**config.mk**
```make
export PLATFORM = sky130hd
export DESIGN_NAME = sense_barrier
export DESIGN_NICKNAME = d
export VERILOG_FILES = /design/src/rtl/sense_barrier_pkg.sv /design/src/rtl/sense_barrier_ctrl.sv /design/src/rtl/sense_barrier_dp.sv /design/src/rtl/sense_barrier.sv
export SDC_FILE = /design/constraint.sdc
export NUM_CORES = 1
export LEC_CHECK = 0
export BUFFER_PORTS_ARGS = -buffer_cell sky130_fd_sc_hd__buf_2
export CORE_ASPECT_RATIO = 0.9
export CORE_UTILIZATION = 30
export CTS_CLUSTER_DIAMETER = 100
export DETAILED_ROUTE_END_ITERATION = 10
export SYNTH_ARGS = -nofsm -noshare
export SYNTH_HDL_FRONTEND = slang
export SYNTH_SLANG_ARGS = --single-unit
```
**constraint.sdc**
```tcl
create_clock -name clk -period 4.4 [get_ports clk]
set_input_delay 0.22 -clock clk [delete_from_list [all_inputs] [get_ports clk]]
set_output_delay 0.22 -clock clk [all_outputs]
set_load 0.05 [all_outputs]
```
**src/rtl/sense_barrier_pkg.sv**
```systemverilog
package sense_barrier_pkg;
  typedef struct packed {
    logic closeEpisode;
    logic anyAccept;
  } barStrobe_t;
endpackage

```
**src/rtl/sense_barrier_ctrl.sv**
```systemverilog
module sense_barrier_ctrl
  import sense_barrier_pkg::*;
#(
  parameter int P = 4,
  localparam int CW = $clog2(P + 1)
) (
  input  logic [P-1:0]  arrive,
  input  logic [P-1:0]  proceed,
  input  logic [CW-1:0] count,
  output logic [P-1:0]  acceptMask,
  output logic [P-1:0]  rejectMask,
  output logic [CW-1:0] nAccept,
  output barStrobe_t    strobe
);
  logic [CW:0] total;

  assign acceptMask = arrive & proceed;
  assign rejectMask = arrive & ~proceed;

  always_comb begin
    nAccept = '0;
    for (int i = 0; i < P; i++) begin
      nAccept = nAccept + CW'(acceptMask[i]);
    end
  end

  assign total = {1'b0, count} + {1'b0, nAccept};
  assign strobe.anyAccept = |acceptMask;
  assign strobe.closeEpisode = strobe.anyAccept && (total == (CW + 1)'(P));
endmodule

```
**src/rtl/sense_barrier_dp.sv**
```systemverilog
module sense_barrier_dp
  import sense_barrier_pkg::*;
#(
  parameter int P = 4,
  localparam int CW = $clog2(P + 1)
) (
  input  logic          clk,
  input  logic          rstN,
  input  barStrobe_t    strobe,
  input  logic [P-1:0]  acceptMask,
  input  logic [P-1:0]  rejectMask,
  input  logic [CW-1:0] nAccept,
  output logic [CW-1:0] count,
  output logic [P-1:0]  proceed,
  output logic          episodeDone,
  output logic [P-1:0]  arriveErr
);
  logic         globalFlag;
  logic [P-1:0] localSense;

  always_ff @(posedge clk or negedge rstN) begin
    if (!rstN) begin
      count <= '0;
      globalFlag <= 1'b0;
      episodeDone <= 1'b0;
    end else begin
      episodeDone <= strobe.closeEpisode;
      if (strobe.closeEpisode) begin
        count <= '0;
        globalFlag <= ~globalFlag;
      end else if (strobe.anyAccept) begin
        count <= count + nAccept;
      end
    end
  end

  for (genvar i = 0; i < P; i++) begin : gPart
    always_ff @(posedge clk or negedge rstN) begin
      if (!rstN) begin
        localSense[i] <= 1'b0;
        arriveErr[i] <= 1'b0;
      end else begin
        arriveErr[i] <= rejectMask[i];
        if (acceptMask[i]) localSense[i] <= ~localSense[i];
      end
    end
    assign proceed[i] = (localSense[i] == globalFlag);
  end
endmodule

```
**src/rtl/sense_barrier.sv**
```systemverilog
module sense_barrier
  import sense_barrier_pkg::*;
#(
  parameter int P = 4
) (
  input  logic         clk,
  input  logic         rstN,
  input  logic [P-1:0] arrive,
  output logic [P-1:0] proceed,
  output logic         episodeDone,
  output logic [P-1:0] arriveErr
);
  localparam int CW = $clog2(P + 1);

  barStrobe_t    strobe;
  logic [P-1:0]  acceptMask;
  logic [P-1:0]  rejectMask;
  logic [CW-1:0] nAccept;
  logic [CW-1:0] count;

  sense_barrier_ctrl #(.P(P)) uCtrl (
    .arrive(arrive), .proceed(proceed), .count(count),
    .acceptMask(acceptMask), .rejectMask(rejectMask),
    .nAccept(nAccept), .strobe(strobe)
  );

  sense_barrier_dp #(.P(P)) uDp (
    .clk(clk), .rstN(rstN), .strobe(strobe),
    .acceptMask(acceptMask), .rejectMask(rejectMask), .nAccept(nAccept),
    .count(count), .proceed(proceed), .episodeDone(episodeDone),
    .arriveErr(arriveErr)
  );
endmodule

```
==> metrics.yaml <==
status:
  outcome: "complete, but fails checks"
  violations: "design-rule violations"
power_and_ir_drop:
  power_uw: 217
  leakagePower_uw: 0.000487
  ir_worst_vdd_v: 0.000193
  p_per_area_nw_per_um2: 238
yosys:
  synth_top_cell_area_share_pct: 42.0
  avgSynthCellArea_um2: 11.6
  syn_nets: 81
  yosysWarnings: 0
  syn_area_um2: 774
  ys_seq_area_share_pct: 42.0
  synth_area_leader_cell: "dfrtp_1"
  ys_types: 24
  ys_seq_elements: 13
  synth_cells: 67
  synthTopCellsByArea: "dfrtp_1 (42%), ha_1 (9.7%), fa_1 (5.2%)"
sta:
  final_max_slew_viol_count: 0
  tightest_slew_ns: 0.449
  fin_crit_sh_pct: 78.3
  fin_crit_ns: 3.45
  setup_tns_ns: 0
  finClkSkew_ns: 0.00602
  finalHoldViolations: 0
  relSlewSlack_pct: 70.0
  rsz0062_at_grt: "false"
  fin_hold_ws_ns: 0.144
  finalSetupViolations: 0
  max_freq_mhz: 290
detailed_routing:
  dr_wl_met3_um: 85
  finalWirelength_mm: 1.26
  num_vias: 509
  drt-pass1-iter-count: 6
  wl_per_cell_um: 11.1
  drtIter0Drc: 6
  ant_nets: 0
  dr_wl_met2_um: 563
  drc_errors: 2
  top_layer: "met3"
  drt-met1-wl_um: 610
  routed_via_density: 4.50
setup_path:
  rr_endpoint: "uDp.count[2]$_DFFE_PN0P_"
  regToRegStartpoint: "uDp.globalFlag$_DFFE_PN0P_"
  arrival_ns: 3.64
  critPathCaptureType: "flip-flop"
  startpoint: "uDp.globalFlag$_DFFE_PN0P_"
  regToRegSetupSlack_ns: 0.95
  worstSetupPathType: "flip-flop to flip-flop"
  crit_end: "uDp.count[2]$_DFFE_PN0P_"
  startpoint_type: "flip-flop"
  cp.required_ns: 4.60
  path_max_fanout: 11
  r2r_cells: 13
cts:
  cts_tree: "yes"
  path_clk_slew_ns: 0.08
  post_cts_resized: 0
  clock-sinks: 13
  clockBufferDepth: 2
  cts-root-buf: "clkbuf_4"
  cts_buffers: 3
  cts_htree_levels: 1
  clock_latency_ns: 0.27
floorplanning:
  die_width_um: 55.6
  rows: 17
  start_util_pct: 31.7
  pin_count: 15
  core_area_um2: 2450
  die_y_um: 50.2
  fp.dieArea_um2: 2790
cells_and_area:
  layout_commonest_cell: "buf_2"
  mostFrequentLayoutCells: "buf_2 (14), dfrtp_1 (13), inv_1 (8)"
  drive_gt1_share_pct: 29.4
  antenna_cells: 0
  area_growth_pct: 17.6
  postLayoutCellArea_um2: 911
  instances_no_fill: 113
  regArea_um2: 325
  multi_input_area_um2: 414
  nFillCells: 246
  nNetsFinal: 100
global_route:
  grt_max_degree: 14
  grt_pass1_wl_mm: 2.24
  grt_usage_pct: 10.9
  grt_pass1_vias: 496
  overflow: 0
  antenna_found_initial: 0
flow_run:
  maxCapViolCount: 0
placement:
  hpwl_um: 960
  placed_area_um2: 875
  gp_congestion: 0.738
  io_buffers: 14
  dp_cells: 108
worst_hold_path:
  hp-class: "input pin to flip-flop"
report_power, final:
group	switching [uW]	total, uW	internal, uW
registers	0.643	122	122
logic	13.7	20.8	7.08
clock network	38.9	74.1	35.1
total	53.3	217	164
state kept, by name, summed over array words and instances, names as in the netlist:
name,cells
uDp.arriveErr,4
uDp.count,3
uDp.episodeDone,1
uDp.globalFlag,1
uDp.localSense,4
worst min-delay path by stage:
stage,cells past startpoint,slack (ns),to,from
after floorplan,0,-0.08,uDp.arriveErr[0]$_DFF_PN0_,rstN
after global placement,1,0.13,uDp.arriveErr[2]$_DFF_PN0_,rstN
after detailed placement,1,0.13,uDp.arriveErr[2]$_DFF_PN0_,rstN
after CTS,2,0.13,uDp.localSense[0]$_DFFE_PN0N_,arrive[0]
after global routing,2,0.14,uDp.localSense[0]$_DFFE_PN0N_,arrive[0]
final,2,0.14,uDp.localSense[0]$_DFFE_PN0N_,arrive[0]
repair_timing:
action	CTS	global route
hold endpoints to repair	13	0
setup buffers	0	0
hold buffers	1	0
metal layers:
| metal | vias to the layer above | GRT usage, % |
|---|---|---|
| li1 | 251 | - |
| met1 | 243 | 14.5 |
| met2 | 15 | 15.9 |
| met3 | 0 | 5.93 |
| met4 | 0 | 1.25 |
| met5 | - | 0 |
critical path: stages (launching register included):
cell	delay [ns]
dfrtp_1	0.55
xnor2_1	0.29
and2_1	0.19
inv_1	0.05
ha_1	0.26
inv_1	0.04
fa_1	0.48
inv_1	0.04
ha_1	0.20
fa_1	0.41
nor2b_1	0.17
o21ai_0	0.38
o22ai_1	0.16
o21ai_1	0.14
cell usage after synthesis:
library cell  count
a21oi_1           2
a22o_2            1
and2_1            1
buf_2             1
dfrtp_1          13
fa_1              2
ha_1              6
inv_1             8
mux2_4            2
mux2i_1           3
nand2_1           6
nand2b_4          1
nor2_1            2
nor2b_1           6
nor2b_2           1
nor2b_4           1
nor3_1            1
nor3_4            1
o21ai_0           1
o21ai_1           1
o22ai_1           1
o32ai_4           1
xnor2_1           4
xor2_1            1
metrics by stage:
step	utilization [%]	setup slack (ns)
after floorplan	-	0.452
after global placement	35.8	1.09
after detailed placement	35.8	0.933
after CTS	37.2	0.904
after global routing	37.2	0.677
final	37.2	0.955
cell families (layout without fill, tap and decap cells):
logic type | Yosys count | after routing | share of synthesized area, %
buf+inv | 9 | 27 | 4.52
fa+ha+maj | 8 | 8 | 14.9
compound gates | 7 | 7 | 8.24
xor+xnor | 5 | 5 | 5.65
simple gates | 20 | 20 | 17.0
mux | 5 | 5 | 7.75
flops | 13 | 13 | 42.0
area by class of cell:
| class | instances | area share [%] |
|---|---|---|
| multi-input cells | 45 | 45.5 |
| inverters | 8 | 3.30 |
| flip-flops and latches | 13 | 35.7 |
| repair buffers | 15 | 8.79 |
| well taps | 28 | 3.85 |
| clock buffers | 4 | 2.88 |
Note: power is estimated with default switching activity, not from simulation.
